**src/rtl/cfg_wdog_pkg.sv**
```systemverilog
package cfg_wdog_pkg;
  typedef enum logic [1:0] {
    WD_ACT_LOAD   = 2'd0,
    WD_ACT_DEC    = 2'd1,
    WD_ACT_EXPIRE = 2'd2
  } wd_act_e;
endpackage

```
**src/rtl/cfg_wdog_load.sv**
```systemverilog
module cfg_wdog_load #(
  parameter int CNT_W = 29,
  parameter int SET_W = 12,
  parameter int SHIFT = CNT_W - SET_W
) (
  input  logic [SET_W-1:0] timeout_sel,
  output logic [CNT_W-1:0] load_val
);
  localparam int PAD_W = CNT_W - SET_W - SHIFT;

  logic [SET_W-1:0] eff_sel;

  always_comb begin
    eff_sel = timeout_sel;
    if (timeout_sel == '0) eff_sel = SET_W'(1);
  end

  generate
    if (PAD_W > 0) begin : g_pad
      assign load_val = {{PAD_W{1'b0}}, eff_sel, {SHIFT{1'b1}}};
    end else begin : g_nopad
      assign load_val = {eff_sel, {SHIFT{1'b1}}};
    end
  endgenerate
endmodule

```
**src/rtl/cfg_wdog_ctl.sv**
```systemverilog
module cfg_wdog_ctl
  import cfg_wdog_pkg::*;
(
  input  logic    app_mode,
  input  logic    user_mode,
  input  logic    kick_n,
  input  logic    cnt_zero,
  output wd_act_e act
);
  logic active;

  assign active = app_mode & user_mode;

  always_comb begin
    if (!active || !kick_n) act = WD_ACT_LOAD;
    else if (cnt_zero)      act = WD_ACT_EXPIRE;
    else                    act = WD_ACT_DEC;
  end
endmodule

```
**src/rtl/cfg_wdog_cnt.sv**
```systemverilog
module cfg_wdog_cnt
  import cfg_wdog_pkg::*;
#(
  parameter int CNT_W = 29
) (
  input  logic             clk,
  input  logic             rst_n,
  input  wd_act_e          act,
  input  logic [CNT_W-1:0] load_val,
  output logic [CNT_W-1:0] cnt_q,
  output logic             cnt_zero
);
  always_ff @(posedge clk or negedge rst_n) begin
    if (!rst_n) begin
      cnt_q <= '1;
    end else begin
      case (act)
        WD_ACT_DEC: cnt_q <= cnt_q - CNT_W'(1);
        default:    cnt_q <= load_val;
      endcase
    end
  end

  assign cnt_zero = (cnt_q == '0);
endmodule

```
**src/rtl/cfg_wdog_stat.sv**
```systemverilog
module cfg_wdog_stat
  import cfg_wdog_pkg::*;
(
  input  logic    clk,
  input  logic    rst_n,
  input  wd_act_e act,
  input  logic    app_mode,
  input  logic    status_clr,
  output logic    wd_status,
  output logic    reconfig_req
);
  logic expire;

  assign expire = (act == WD_ACT_EXPIRE);

  always_ff @(posedge clk or negedge rst_n) begin
    if (!rst_n) begin
      wd_status    <= 1'b0;
      reconfig_req <= 1'b0;
    end else begin
      reconfig_req <= expire;
      if (expire)                       wd_status <= 1'b1;
      else if (status_clr && !app_mode) wd_status <= 1'b0;
    end
  end
endmodule

```
**src/rtl/cfg_wdog.sv**
```systemverilog
module cfg_wdog
  import cfg_wdog_pkg::*;
#(
  parameter int CNT_W = 29,
  parameter int SET_W = 12,
  parameter int SHIFT = CNT_W - SET_W
) (
  input  logic             clk,
  input  logic             rst_n,
  input  logic [SET_W-1:0] timeout_sel,
  input  logic             app_mode,
  input  logic             user_mode,
  input  logic             kick_n,
  input  logic             status_clr,
  output logic             wd_status,
  output logic             reconfig_req,
  output logic [CNT_W-1:0] count
);
  logic [CNT_W-1:0] load_val;
  logic             cnt_zero;
  wd_act_e          act;

  cfg_wdog_load #(.CNT_W(CNT_W), .SET_W(SET_W), .SHIFT(SHIFT)) load_i (
    .timeout_sel (timeout_sel),
    .load_val    (load_val)
  );

  cfg_wdog_ctl ctl_i (
    .app_mode  (app_mode),
    .user_mode (user_mode),
    .kick_n    (kick_n),
    .cnt_zero  (cnt_zero),
    .act       (act)
  );

  cfg_wdog_cnt #(.CNT_W(CNT_W)) cnt_i (
    .clk      (clk),
    .rst_n    (rst_n),
    .act      (act),
    .load_val (load_val),
    .cnt_q    (count),
    .cnt_zero (cnt_zero)
  );

  cfg_wdog_stat stat_i (
    .clk          (clk),
    .rst_n        (rst_n),
    .act          (act),
    .app_mode     (app_mode),
    .status_clr   (status_clr),
    .wd_status    (wd_status),
    .reconfig_req (reconfig_req)
  );
endmodule

```
**config.mk**
```make
export PLATFORM = sky130hd
export DESIGN_NAME = cfg_wdog
export DESIGN_NICKNAME = d
export VERILOG_FILES = /design/src/rtl/cfg_wdog_pkg.sv /design/src/rtl/cfg_wdog_load.sv /design/src/rtl/cfg_wdog_ctl.sv /design/src/rtl/cfg_wdog_cnt.sv /design/src/rtl/cfg_wdog_stat.sv /design/src/rtl/cfg_wdog.sv
export SDC_FILE = /design/constraint.sdc
export NUM_CORES = 1
export LEC_CHECK = 0
export BUFFER_PORTS_ARGS = -buffer_cell sky130_fd_sc_hd__buf_4
export CORE_MARGIN = 5
export CORE_UTILIZATION = 28
export DETAILED_ROUTE_END_ITERATION = 6
export PLACE_DENSITY = 0.53
export SYNTH_ARGS = -nofsm -noshare
export SYNTH_HDL_FRONTEND = slang
export SYNTH_SLANG_ARGS = --single-unit
```
**constraint.sdc**
```tcl
create_clock -name clk -period 2.6 [get_ports clk]
set_input_delay 0.13 -clock clk [delete_from_list [all_inputs] [get_ports clk]]
set_output_delay 0.13 -clock clk [all_outputs]
set_load 0.05 [all_outputs]
```
* Yosys cells after proc, flatten, opt, wreduce, memory -nomap -nowiden
Index checks and enable logic that the tools add are counted.
Storage, ports and cells: output and inout bits 31, input bits 18, register bits 31
Operators by class: reduce and logical (&&, ||, !) cells 8, equal/unequal tests 2, add/subtract/negate cells 1, bitwise gates (word level) 1, mux-type cells 6
Operator list (count):
- $logic_not A29 Y1 | 1
- $mux W29 | 1
- $sub A29 B1 Y29 const B | 1
- $logic_not A12 Y1 | 1
- $mux W12 | 1
- $mux W2 | 2
- $logic_not A1 Y1 | 3
- $eq A2 B1 Y1 const B | 1
- $eq A2 B2 Y1 const B | 1
- $mux W1 | 2
- $reduce_bool A2 Y1 | 1
- $and A1 B1 Y1 | 1
- $logic_and A1 B1 Y1 | 1
- $logic_or A1 B1 Y1 | 1

* Depth between registers and ports, before layout
Gate-level depths: netlist of the first run.
depth after elaboration 6, gate-level depth with buffers 9, mapped depth without buffers 7

* Hierarchy
From an unflattened synthesis of the first run, not the netlist that was laid out.
Second synthesis, totals: cell total of the unflattened synthesis 231, area, all modules 2063.2 sq um
By module, submodules not included:
- cfg_wdog_cnt | instances 1, cells an instance 191, area an instance 1766.7 sq um
- cfg_wdog_load | instances 1, cells an instance 33, area an instance 198.9 sq um
- cfg_wdog_stat | instances 1, cells an instance 5, area an instance 77.6 sq um
- cfg_wdog_ctl | instances 1, cells an instance 2, area an instance 20.0 sq um

* Least setup slack after synthesis of the first run
Ideal clock, no wire load.
path kind register to register, start point reg cnt_i.cnt_q[11], end point reg cnt_i.cnt_q[18], setup slack -0.291 ns, library setup time 0.082 ns, path buffers 2, data arrival time 2.809 ns, clock period less this slack 2.891 ns, stages on the path, launching flop included 8, required time 2.518 ns, path through dfstp_2 or4_4 or4_1 buf_2 or4b_4 o21a_1 buf_6 mux2_4
Between the ends: cells in the longest elaborated chain, start to end 5, elaborated cells between the ends (all ways) 6
Ends and longest elaborated chain:
- start: declaration | line cfg_wdog_cnt.sv:10 | output logic [CNT_W-1:0] cnt_q,
- start signal: assignment | line cfg_wdog_cnt.sv:18 | WD_ACT_DEC: cnt_q <= cnt_q - CNT_W'(1);
- start signal: assignment | line cfg_wdog_cnt.sv:19 | default: cnt_q <= load_val;
- branches (longest 4 deep; another with $sub A29 B1 Y29)
- $mux W29 * | line cfg_wdog_cnt.sv:17 | case (act)
Mark *: on every way between the ends. A chain may end at the register's enable or synchronous reset.

* Worst setup path after layout of the first run
start point reg cnt_i.cnt_q[14], end point reg cnt_i.cnt_q[27]
The elaborated chain is that of the path after synthesis.

==> impl.org, run 1 <==
** Synthesis
- The mapped netlist covers 0.00165 mm².
- After synthesis, the share of flip-flops with an asynchronous set or reset is 100%.
- Sequential cells were found to cover approximately half of the synthesized design area.
- The top cell type by area accounts for between 40% and 50% of the synthesized area.
- Ranked by total cell area, the synthesized netlist is headed by dfstp_2 46%, mux2_4 9.1%, xor2_1 6.9%.
- Cell taking the most area after synthesis :: dfstp_2
- Post-synth EDFFs :: 0
- Synthesis inferred 31 register bits.
- Synth unique cells :: 33
- Net Count, Synth :: 170
- Yosys printed 0 warnings.
- In this run the mean area of a mapped cell was around 11 µm².
- After technology mapping, the gate count stands at 151.
- The most used flip-flop cell after synthesis is dfstp_2.

** Placed design
- Port-buffer cells :: 48
- Routability congestion estimate from global placement :: 0.798
- DP HPWL :: 3120 µm
- Cell Area, Placed :: roughly 0.0023 mm²

** Die
- Initial core utilization :: 28.4%
- Ports :: 49
- The initialized floorplan defines 28 standard-cell rows.
- The die covers 0.00752 mm².
- From bottom edge to top edge, the die measures 86.7 µm.
- CORE AREA :: between 0.005 and 0.006 mm²
- Die W :: 86.7 µm

** Power and ir drop
- Leakage dissipation :: approximately 1 nW
- Power per unit of standard cell area :: 442 mW/mm²
- Maximum vdd drop :: 0.206 mV

** Worst setup path
- Critical path origin :: cnt_i.cnt_q[14]
- Arrival time at the worst endpoint :: approximately 2800 ps
- Reg-to-reg critical path startpoint :: cnt_i.cnt_q[14]
- The worst setup path is of the reg -> reg kind.
- In this run the worst path has a maximum fanout of 6.
- Kind of end point of the critical path :: flip-flop
- Nature of the critical path startpoint :: flip-flop
- For this run, the slowest stage of the critical path takes 520 ps.
- The cell that appears most often on the critical path is or4_4.
- Data required, critical path :: 2810 ps
- Cell with the biggest individual delay on the critical path :: or4_4
- Chain of cells forming the critical path :: or4_4 > or4_4 > or4b_4 > o21a_4 > buf_12 > mux2_4

** Clock network
- For the worst-skew pair, the clock arrives at the later sink with an insertion delay of around 280 ps.
- After clock tree synthesis, the setup repair step added 0 buffers.
- Htree depth :: 2
- Clock Sink Count :: 31
- Root buffer cell :: clkbuf_8
- In this run the deepest clock path goes through 2 buffers.
- Buffers inserted during clock tree synthesis total 5.
- After clock tree synthesis, the clock-pin slew on the worst setup and hold paths is 70 ps.
- TritonCTS built the clock tree.

** Global routing
- The initial antenna violation count was 0.
- GRT Total Usage :: a little under an eighth
- After global routing the overflow that remains totals 0.
- The number of global-route vias before repair came to 1,439.
- The first global-routing pass estimated between 6000 and 7000 µm of wire.
- Entering global routing, the biggest net connects 32 pins.

** Detailed routing
- Detail-routed via count per cell :: 4.56
- Detail-routed net length per standard cell :: 13.8 µm
- After detailed routing, the number of remaining DRC violations is 0.
- After the first detailed-routing iteration, the DRC count stood at 36.
- Detailed routing inserted a total of approximately 1,400 vias.
- Summed over all layers, the routed wires come to between 4000 and 5000 µm.
- Post-route antenna net violation count :: 0
- DRT Pass-1 Iters :: 4

** Timing
- Max Transition Viols Final :: 0
- Hold is met by 83.9 ps.
- Timing would allow up to 0.385 GHz.
- # setup viols final :: 0
- Clock skew after layout :: 4.94 ps
- Measured against its own limit, the worst slew margin works out to 67.5%.
- The count of endpoints failing hold in the final timing report was 0.
- Setup repair after global routing missed its margin :: true
- Setup TNS Final :: 0 ps
- After layout, the worst path uses 99.9% of the clock period.
- The routed design could run at a clock period as short as 2600 ps.
- Slew at the pin closest to its max-slew limit :: 483 ps

** Cells and area
- Most common library cell in the layout ignoring fill and taps :: buf_4
- Cells with a size suffix above 1 make up between 50% and 60% of the layout.
- The net count of the finished layout is 243.
- In the final layout, the multi-input gates occupy 811 µm².
- Summing all non-filler instances in the final layout gives an area of between 0.002 and 0.0025 mm².
- Final design utilization :: 41.3%
- The area growth from synthesis to layout is 45.8%.
- In the final layout, flip-flops and latches occupy approximately 820 µm².
- Most frequent cells in the layout :: 65 x buf_4, 28 x dfstp_2, 19 x nand2_1
- The filler cells instantiated in the layout total 612.
- The number of antenna diodes in the final layout is 0.

** Status
- Result of the run :: finished clean

** Worst hold path
- The worst hold path begins at timeout_sel[8].
- Worst hold path class :: in -> reg

** Flow run
- The tool flagged a number of max-cap violations equal to 0.
-- cells by family after synthesis --
logic type               count (synthesis)  share of synthesized area (%)
XOR/XNOR                                24                           12.7
AND/OR/NAND/NOR                         71                           23.0
adder cells (fa/ha/maj)                  1                          0.759
flip-flops                              31                           49.2
AO/OA/AOI/OAI                            5                           2.05
multiplexers                            11                           9.71
buffers and inverters                    8                           2.50
-- registers in the layout, indices dropped and copies added (netlist names) --
| signal | cells |
|---|---|
| cnt_i.cnt_q | 29 |
| stat_i.reconfig_req | 1 |
| stat_i.wd_status | 1 |
-- synth_stat cells (all sizes together) (2+ instances only) --
library cell	n
mux2	10
xnor2	11
nand2	19
nor4	8
dfrtp	2
nand3	8
xor2	13
nand3b	2
or4	3
or4b	2
nand2b	4
dfstp	29
or3	2
inv	3
nor3	10
nor2	8
buf	4
-- worst paths after layout --
kind,to,slack (ps),depth (start not counted)
min reg2reg,cnt_i.cnt_q[0],460,1
min in group asynchronous,stat_i.reconfig_req,330,2
max in group asynchronous,cnt_i.cnt_q[8],1950,2
min,cnt_i.cnt_q[25],80,2
max,cnt_i.cnt_q[27],3,6
max reg2reg,cnt_i.cnt_q[27],3,6
-- per-stage QoR --
step                      power [mW]  setup WS (ps)  cells
after detailed placement       0.699          -28.0    290
after floorplan                0.629           -199    151
after global routing            1.11          -40.4    300
after CTS                       1.08          -10.2    300
after global placement         0.698           5.09    290
final                           1.06           3.17    300
-- routing by layer --
metal  track usage (%)  wire [µm]  up-vias
li1                  -          -      673
met1              15.3       1900      651
met2              18.6       1890       37
met3              4.47        324        6
met4              3.40         38        0
met5                 0          0        -
-- worst max-delay path: cells and delay by family (launching register included) --
| kind | cells | cell delay, ps |
|---|---|---|
| flip-flops | 1 | 370 |
| AND/OR/NAND/NOR | 3 | 1470 |
| multiplexers | 1 | 290 |
| AO/OA/AOI/OAI | 1 | 250 |
| buffers and inverters | 1 | 140 |
-- power by group --
group	internal, mW	total [mW]	switching, mW
clock network	0.183	0.365	0.182
registers	0.510	0.528	0.0180
logic	0.0742	0.168	0.0939
-- cell type report --
class | count | share of cell area, %
well taps | 75 | 3.90
repair buffers | 71 | 24.5
clock buffers | 5 | 2.86
inverters | 3 | 0.469
clock inverters | 3 | 0.625
multi-input cells | 112 | 33.7
flip-flops and latches | 31 | 33.9
-- timing repair --
action | in CTS | in global routing
cloned | 1 | 0
endpoints found under the hold margin | 2 | 0
pin swaps | 1 | 0
gates resized for setup | 6 | 0
hold buffers | 1 | 0
setup endpoints to repair | 10 | 10
(Power assumes the default switching activity.)
==> run 2: changes to the inputs <==
--- a/config.mk
+++ b/config.mk
@@ -5,11 +5,12 @@
 export SDC_FILE = /design/constraint.sdc
 export NUM_CORES = 1
 export LEC_CHECK = 0
+export ABC_AREA = 1
 export BUFFER_PORTS_ARGS = -buffer_cell sky130_fd_sc_hd__buf_4
 export CORE_MARGIN = 5
 export CORE_UTILIZATION = 28
 export DETAILED_ROUTE_END_ITERATION = 6
-export PLACE_DENSITY = 0.53
+export PLACE_DENSITY = 0.52
 export SYNTH_ARGS = -nofsm -noshare
 export SYNTH_HDL_FRONTEND = slang
 export SYNTH_SLANG_ARGS = --single-unit
==> run 2 against run 1 <==
Utilization decreased by 4.7 points; maximum frequency up 42%; area after synthesis up 17%; combinational power about the same; design area increased by 3.1%; global-route usage up 0.84 points; clock-buffer cell count grew 2; clock power up 17%; sequential power grew 0.8%; worst setup slack better by 770 ps; cell count grew 34%; critical endpoint is now cnt_i.cnt_q[23]; largest cell class is now multi-input combinational cells; largest power group unchanged.
==> impl.org, run 2 <==
** Synthesis
- Primary flip-flop cell chosen by synthesis mapping :: dfstp_2
- Net Count, Synth :: 286
- Post-synth design cell area :: 0.00192 mm²
- Largest family of logic cells by synthesized area :: simple AND/OR/NAND/NOR gates
- The synthesized netlist devotes roughly 4.6% of its cell area to XOR and XNOR gates.
- Summing the areas of all compound-gate instances in the mapped netlist gives 2.86% of the synthesized area.
- Synthesis produced 267 cells.
- Of all flip-flops after synthesis, the portion carrying an async set or reset was 100%.
- Synth unique cells :: 23
- #FFs+latches synth :: 31
- By instance count, the leading cell after synthesis is nand2_1.
- During synthesis, Yosys emitted a total of 0 warnings.
- After Yosys synthesis, and, or, nand and nor cells account for 43.8% of the synthesized area.
- In this run, synthesis inferred 0 flip-flops with an integrated enable.
- List of most frequent post-synthesis cells :: 92 x nand2_1, 46 x nor2_1, 29 x dfstp_2
- The synthesized netlist devotes less than 1% of its cell area to adder and majority cells.
- The average instance in the mapped netlist occupies 7.20 µm².
- By area the synthesized netlist is led by dfstp_2 40%, nand2_1 18%, nor2_1 9.0%.
- Yosys top cell area share :: 39.6%
- Mux cell area share after synthesis :: 0%
- Summed over all instances, the cell type with the most area after synthesis is dfstp_2.
- Sequential elements use 42.2% of the synthesized area.

** Clock network
- Root buffer cell :: clkbuf_8
- Number of CTS-inserted buffers :: 5
- Clock-pin slew was measured on the worst setup and hold paths at 70 ps.
- # resized after CTS :: 0
- Clock latency on the worst-skew pair, taken at its later pin, is around 280 ps.
- Clock Sink Count :: 31
- Buffers inserted to repair hold after CTS numbered 1.
- TritonCTS built the clock tree.
- Post-CTS setup buffer count :: 0
- The clock passes through at most 2 buffers.
- The clock tree synthesis step divided the H-tree into 2 levels.

** Die
- Total Die Area :: 0.00863 mm²
- The core region is 0.00676 mm².
- For this configuration, the core starts out at a cell density of 28.5%.
- Die extent in y :: 92.9 µm
- Ports :: 49
- The die is around 93 µm wide.
- Row generation in the floorplan step produced 30 rows.

** Detailed routing
- Detail-routed net length per standard cell :: 12.6 µm
- Detail-routed via count per cell :: 4.55
- Via Count :: 1,830
- Residual DRC count :: 0
- For this block, the initial DRC count from the detailed router was 82.
- The first TritonRoute pass finished after 4 iterations.
- Post-route antenna net violation count :: 0
- Drt total wl :: just over 5000 µm

** Power and ir drop
- The analysis attributes to cell leakage a power of 1.04 nW.
- Total power consumption of the routed design :: approximately 1.1 mW
- Power per unit of standard cell area :: 454 mW/mm²
- Maximum vdd drop :: around 0.16 mV

** Global routing
- Via count of the first global-routing pass :: 1,856
- For this run the aggregate overflow at the end of global routing stands at 0.
- Global routing consumed, over all layers together, 12.7% of the routing resources.
- Number of antenna violations at the first check in global routing :: 0
- The first global-routing pass estimated 8750 µm of wire.
- Entering global routing, the biggest net connects 32 pins.

** Worst hold path
- In this run the worst hold path is classified as in -> reg.
- Hold-critical path depth :: 3

** Worst setup path
- Chain of cells forming the critical path :: inv_1 > ha_1 > nand2_2 > nor2_2 > nand2_2 > nor2_4 > nor2_2 > buf_4 > inv_2 > nand2_1 > nand2_1
- At the worst endpoint, the required time is between 2000 and 3000 ps.
- Nature of the critical path startpoint :: flip-flop
- The worst setup path is of the reg -> reg kind.
- Kind of end point of the critical path :: flip-flop
- In this run the worst path has a maximum fanout of 14.
- Arrival time at the worst endpoint :: 2030 ps
- Measured in cells, the most critical reg-to-reg path has a length of 11.
- The kind of cell with the highest combined delay along the critical path is simple AND/OR/NAND/NOR gates.
- The slowest stage of the critical path is the dfstp_2 cell.
- The critical path runs through a total of 11 cells.
- On the worst path, the slowest cell contributes a delay of roughly 540 ps.
- Crit path buf inv count :: 3

** Cells and area
- Most common library cell in the layout ignoring fill and taps :: nand2_1
- Measured on the finished design, the core utilization comes to 36.7%.
- 0 antenna diodes ended up in the layout.
- The register with the most flip-flops in the layout has 29 of them.
- Layout cells sized above 1 :: between 30% and 40%
- After filler insertion, the fill cell instance count of the layout stands at 744.
- Registers with the most flip-flops :: cnt_i.cnt_q x29, stat_i.reconfig_req x1, stat_i.wd_status x1
- Compared with the post-synthesis result, the final layout area differs by 28.8%.
- The library cells used most frequently in the layout, excluding fill and tap cells, are 92 x nand2_1, 50 x buf_4, 46 x nor2_1.
- Largest Register :: cnt_i.cnt_q
- Final Net Count :: 340

** Timing
- Setup TNS Final :: 0 ps
- Time the worst path needs with I/O delays and setup :: 1820 ps
- Setup violations remaining at the end of the flow were counted as 0.
- Between clock sinks in the finished design, the worst skew comes to around 6.7 ps.
- Slew at the pin closest to its max-slew limit :: 416 ps
- Max Transition Viols Final :: 0
- Hold slack final :: approximately 64 ps
- Highest attainable clock frequency :: around 0.55 GHz
- Final WS setup :: around 780 ps
- In this run the tightest slew margin relative to its limit is 72.2%.
- Setup repair after global routing left no endpoint under its margin.
- The count of endpoints failing hold in the final timing report was 0.
- Final worst-path cycle share :: 70.1%

** Placed design
- The HPWL after detailed placement is around 4200 µm.
- Prior to clock tree synthesis, the placed netlist has a worst setup slack of 784 ps.
- The count of buffers added on input and output ports is 48.
- At the end of routability-driven placement, the weighted congestion stood at 0.820.

** Status
- Result of the run :: finished clean

** Flow run
- Max-cap violations in this run came to 0.
[run 2: changes by cell type in the layout (fill, tap and decap cells not counted), moves of 7 or more]
cell     change
nand2_1     +73
nor2_1      +38
inv_1       +17
buf_4       -15
nand3_1     +15
mux2_4      -10
nor3_1      -10
xnor2_1      -9
nand2_2      +7
[run 2: layout make-up]
| type | instances | area (µm²) | area share, % |
|---|---|---|---|
| Clock buffer | 7 | 96.3 | 3.89 |
| Clock inverter | 1 | 7.51 | 0.303 |
| Inverter | 21 | 78.8 | 3.18 |
| Multi-Input combinational cell | 211 | 997 | 40.3 |
| Sequential cell | 31 | 812 | 32.8 |
| Tap cell | 80 | 100 | 4.04 |
| Timing Repair Buffer | 51 | 385 | 15.6 |
[run 2: tightest hold or removal path: cells and delay by family]
kind / cells / cell delay (ps)
simple gates: 2 / 100
buf+inv: 1 / 80
[run 2: per-stage QoR]
stage               area (µm²)  instances
global placement          2360        393
detailed placement        2360        393
finish                    2480        402
global route              2480        402
floorplan                 1920        267
CTS                       2480        402
[run 2: final timing paths]
| kind | start | to | slack, ps |
|---|---|---|---|
| worst max-delay path | cnt_i.cnt_q[0] | cnt_i.cnt_q[23] | 780 |
| worst min-delay path | timeout_sel[11] | cnt_i.cnt_q[28] | 60 |
| worst max register to register | cnt_i.cnt_q[0] | cnt_i.cnt_q[23] | 780 |
| worst min register to register | cnt_i.cnt_q[0] | cnt_i.cnt_q[0] | 470 |
| max in group asynchronous | rst_n | cnt_i.cnt_q[14] | 1960 |
| min in group asynchronous | rst_n | stat_i.reconfig_req | 310 |
[run 2: logic make-up (layout without fill, tap and decap cells)]
group | count (synthesis) | in the layout
simple gates | 191 | 191
flops | 31 | 31
buf+inv | 25 | 80
xor+xnor | 10 | 10
compound gates | 9 | 9
fa+ha+maj | 1 | 1
[run 2: report_power, final]
| group | internal [mW] | total (mW) | switching, mW | leakage [nW] |
|---|---|---|---|---|
| registers | 0.511 | 0.532 | 0.0205 | 0.333 |
| clock network | 0.241 | 0.426 | 0.185 | 0.0505 |
| logic | 0.0567 | 0.167 | 0.110 | 0.659 |
| total | 0.808 | 1.12 | 0.315 | 1.04 |
[run 2: routing by layer]
metal | share of wire, % | global-route usage [%] | vias to the layer above
li1 | - | - | 951
met1 | 48 | 17.0 | 828
met2 | 46 | 20.6 | 46
met3 | 5.1 | 2.68 | 5
met4 | 1.3 | 3.66 | 0
met5 | 0 | 0 | -
==> run 3: changes to the inputs <==
--- a/config.mk
+++ b/config.mk
@@ -5,7 +5,7 @@
 export SDC_FILE = /design/constraint.sdc
 export NUM_CORES = 1
 export LEC_CHECK = 0
-export ABC_AREA = 1
+export ABC_AREA = 0
 export BUFFER_PORTS_ARGS = -buffer_cell sky130_fd_sc_hd__buf_4
 export CORE_MARGIN = 5
 export CORE_UTILIZATION = 28
==> constraint.sdc (replaced) <==
create_clock -name clk -period 1.8 [get_ports clk]
set_input_delay 0.09 -clock clk [delete_from_list [all_inputs] [get_ports clk]]
set_output_delay 0.09 -clock clk [all_outputs]
set_load 0.05 [all_outputs]
==> run 3 against run 2 <==
The flow now finishes with violations (setup timing); sequential power up 41%; clock skew fell by 1.3 ps; total power is 46% higher; hold slack got worse by 31 ps; sequential cell count is the same; clock power up 40%; via count down 20%; largest power group unchanged.
==> impl.org, run 3 (synthesized netlist as in run 1, its figures left out) <==
** Status
- The run finished, with violations left.
- The checks that failed: setup timing.

** Detailed routing
- DRT Pass-1 Iters :: 4
- Drt total wl :: 4440 µm
- Residual DRC count :: 0
- Detail-routed via count per cell :: 4.37
- Dividing the detail-routed wire length by the instance count gives 13.3 µm.
- Initial DRC Count :: 41
- Once detail routing completed, the nets flagged for antenna violations numbered 0.
- The final route contains 1,463 vias.

** Timing
- Adding up every negative setup slack in the final design gives -22,160 ps.
- Hold violation count in the final report :: 0
- Setup repair after global routing missed its margin :: true
- Between clock sinks in the finished design, the worst skew comes to 5.39 ps.
- For the pin with the worst max-slew slack, the measured transition is 399 ps.
- Final WS setup :: -788 ps
- Of the available clock period, the critical path in the final layout requires 144%.
- Max Transition Viols Final :: 0
- Worst slew margin relative to its limit :: 73.1%
- Time the worst path needs with I/O delays and setup :: ~2600 ps
- # setup viols final :: 31
- Timing would allow up to about 0.39 GHz.

** Cells and area
- From synthesis to final layout, the design area changed by 66.4%.
- The repair_antennas step left the layout with diodes totalling 0.
- Leaving out fill and tap cells, the most frequent cell in the layout is buf_4.
- The register with the most flip-flops in the final layout is cnt_i.cnt_q.
- Registers with the most flip-flops :: cnt_i.cnt_q x29, stat_i.reconfig_req x1, stat_i.wd_status x1
- The register with the most flip-flops in the layout has 29 of them.
- Fill count :: about 580
- Total non-filler cell area in the finished layout :: around 0.0027 mm²
- The final layout contains 278 nets.
- The post-route netlist has 64.6% of its cells at a drive strength greater than 1.
- Most frequent cells in the layout :: 99 x buf_4, 28 x dfstp_2, 13 x xor2_1, 13 x nand2_1, 11 x xnor2_1

** Die
- Initial core utilization :: 28.4%
- Die W :: 86.7 µm
- From bottom edge to top edge, the die measures 86.7 µm.
- After floorplanning, the core was sized to cover roughly 0.0058 mm².
- Ports :: 49
- Total Die Area :: 0.00752 mm²
- The floorplan has 28 rows.

** Worst hold path
- Worst hold path class :: in -> reg

** Power and ir drop
- Leakage dissipation :: 1.18 nW
- Power spread over the standard cell area amounts to 598 mW/mm².
- Maximum vdd drop :: around 0.25 mV

** Global routing
- Entering global routing, the biggest net connects 32 pins.
- Via count of the first global-routing pass :: 1,451
- For this run, the total global-route usage over all layers was measured as between 10% and 20%.
- For this run the aggregate overflow at the end of global routing stands at 0.
- The initial antenna violation count came to 0.
- For met1 alone, demand over resource in global routing was between 10% and 20%.
- The first global-routing pass estimated between 7000 and 8000 µm of wire.
- Met2 global-route usage :: about a fifth
- Global-route track usage on met3 :: 4.09%
- Routing layer with the top usage in global route :: met2

** Clock network
- The later pin in the worst-skew pair is clocked with a latency of 280 ps.
- Clock-pin slew was measured on the worst setup and hold paths at roughly 70 ps.
- The root buffer cell chosen for the clock tree is clkbuf_8.
- TritonCTS clock tree :: done
- Clock Sink Count :: 31
- Buffers inserted during clock tree synthesis total 5.
- Number of buffers between clock root and the deepest sink :: 2
- The H-tree generated during clock tree synthesis spans 2 levels.

** Worst setup path
- The setup path with the least slack is of type reg -> reg.
- The worst setup path is launched from a flip-flop.
- Data required, critical path :: 2010 ps
- CP max FO :: 5
- At the worst endpoint, the arrival time is 2800 ps.
- Kind of end point of the critical path :: flip-flop

** Placed design
- Summing all placed instances gives a cell area of 0.00248 mm².
- Routability congestion estimate from global placement :: approximately 0.75
- Buffers placed on the I/O ports in this run total 48.
- DP HPWL :: 3350 µm

** Flow run
- Max-cap violations in this run came to 0.
[run 3: final cells by class]
type | instances | area, µm² | area share (%)
well taps | 75 | 93.8 | 3.42
flip-flops and latches | 31 | 816 | 29.7
multi-input cells | 112 | 868 | 31.6
repair buffers | 106 | 855 | 31.1
inverters | 3 | 11.3 | 0.410
clock buffers | 8 | 100 | 3.65
[run 3: path summary, 6_finish.rpt]
kind | start | to | slack [ps] | cells after the start
worst max register to register | cnt_i.cnt_q[14] | cnt_i.cnt_q[22] | -790 | 6
worst min register to register | stat_i.wd_status | stat_i.wd_status | 480 | 1
max in group asynchronous | rst_n | cnt_i.cnt_q[5] | 1180 | 2
worst max-delay path | cnt_i.cnt_q[14] | cnt_i.cnt_q[22] | -790 | 6
min in group asynchronous | rst_n | stat_i.reconfig_req | 290 | 2
worst min-delay path | timeout_sel[11] | cnt_i.cnt_q[28] | 30 | 3
[run 3: critical path, cell delays in order (launching register included)]
cell and delay, ps:
dfstp_2 370, or4_4 530, or4_4 440, or4b_4 500, o21a_4 250, buf_12 140, mux2_4 290
[run 3: metrics by stage]
stage          worst slack, ps  total power, mW  cells  util (%)  hold slack [ps]
6_report                  -788             1.64    335      47.2             33.5
5_1_grt                   -850             1.72    335      47.2             23.5
4_1_cts                   -798             1.67    332      46.0             24.6
3_5_place_dp              -863             1.04    321      42.7             51.2
3_3_place_gp              -839             1.03    321      42.7             52.5
2_1_floorplan             -999            0.908    151         -             -206
[run 3: where the power goes]
part | internal, mW | total [mW] | leakage (nW) | switching, mW
sequential | 0.736 | 0.749 | 0.333 | 0.0137
combinational | 0.135 | 0.294 | 0.794 | 0.159
clock | 0.349 | 0.598 | 0.0515 | 0.250
[run 3: repair_timing]
action,in CTS,in global routing
endpoints found under the hold margin,2,0
gates resized for setup,13,11
setup endpoints to repair,31,31
cloned,1,0
pin swaps,3,2
hold buffers,1,0
buffers inserted,1,3
[run 3: metal layers]
layer	vias up	part of all wire [%]
met4	0	0.99
met5	-	0
li1	744	-
met1	681	47
met3	6	5.4
met2	32	47
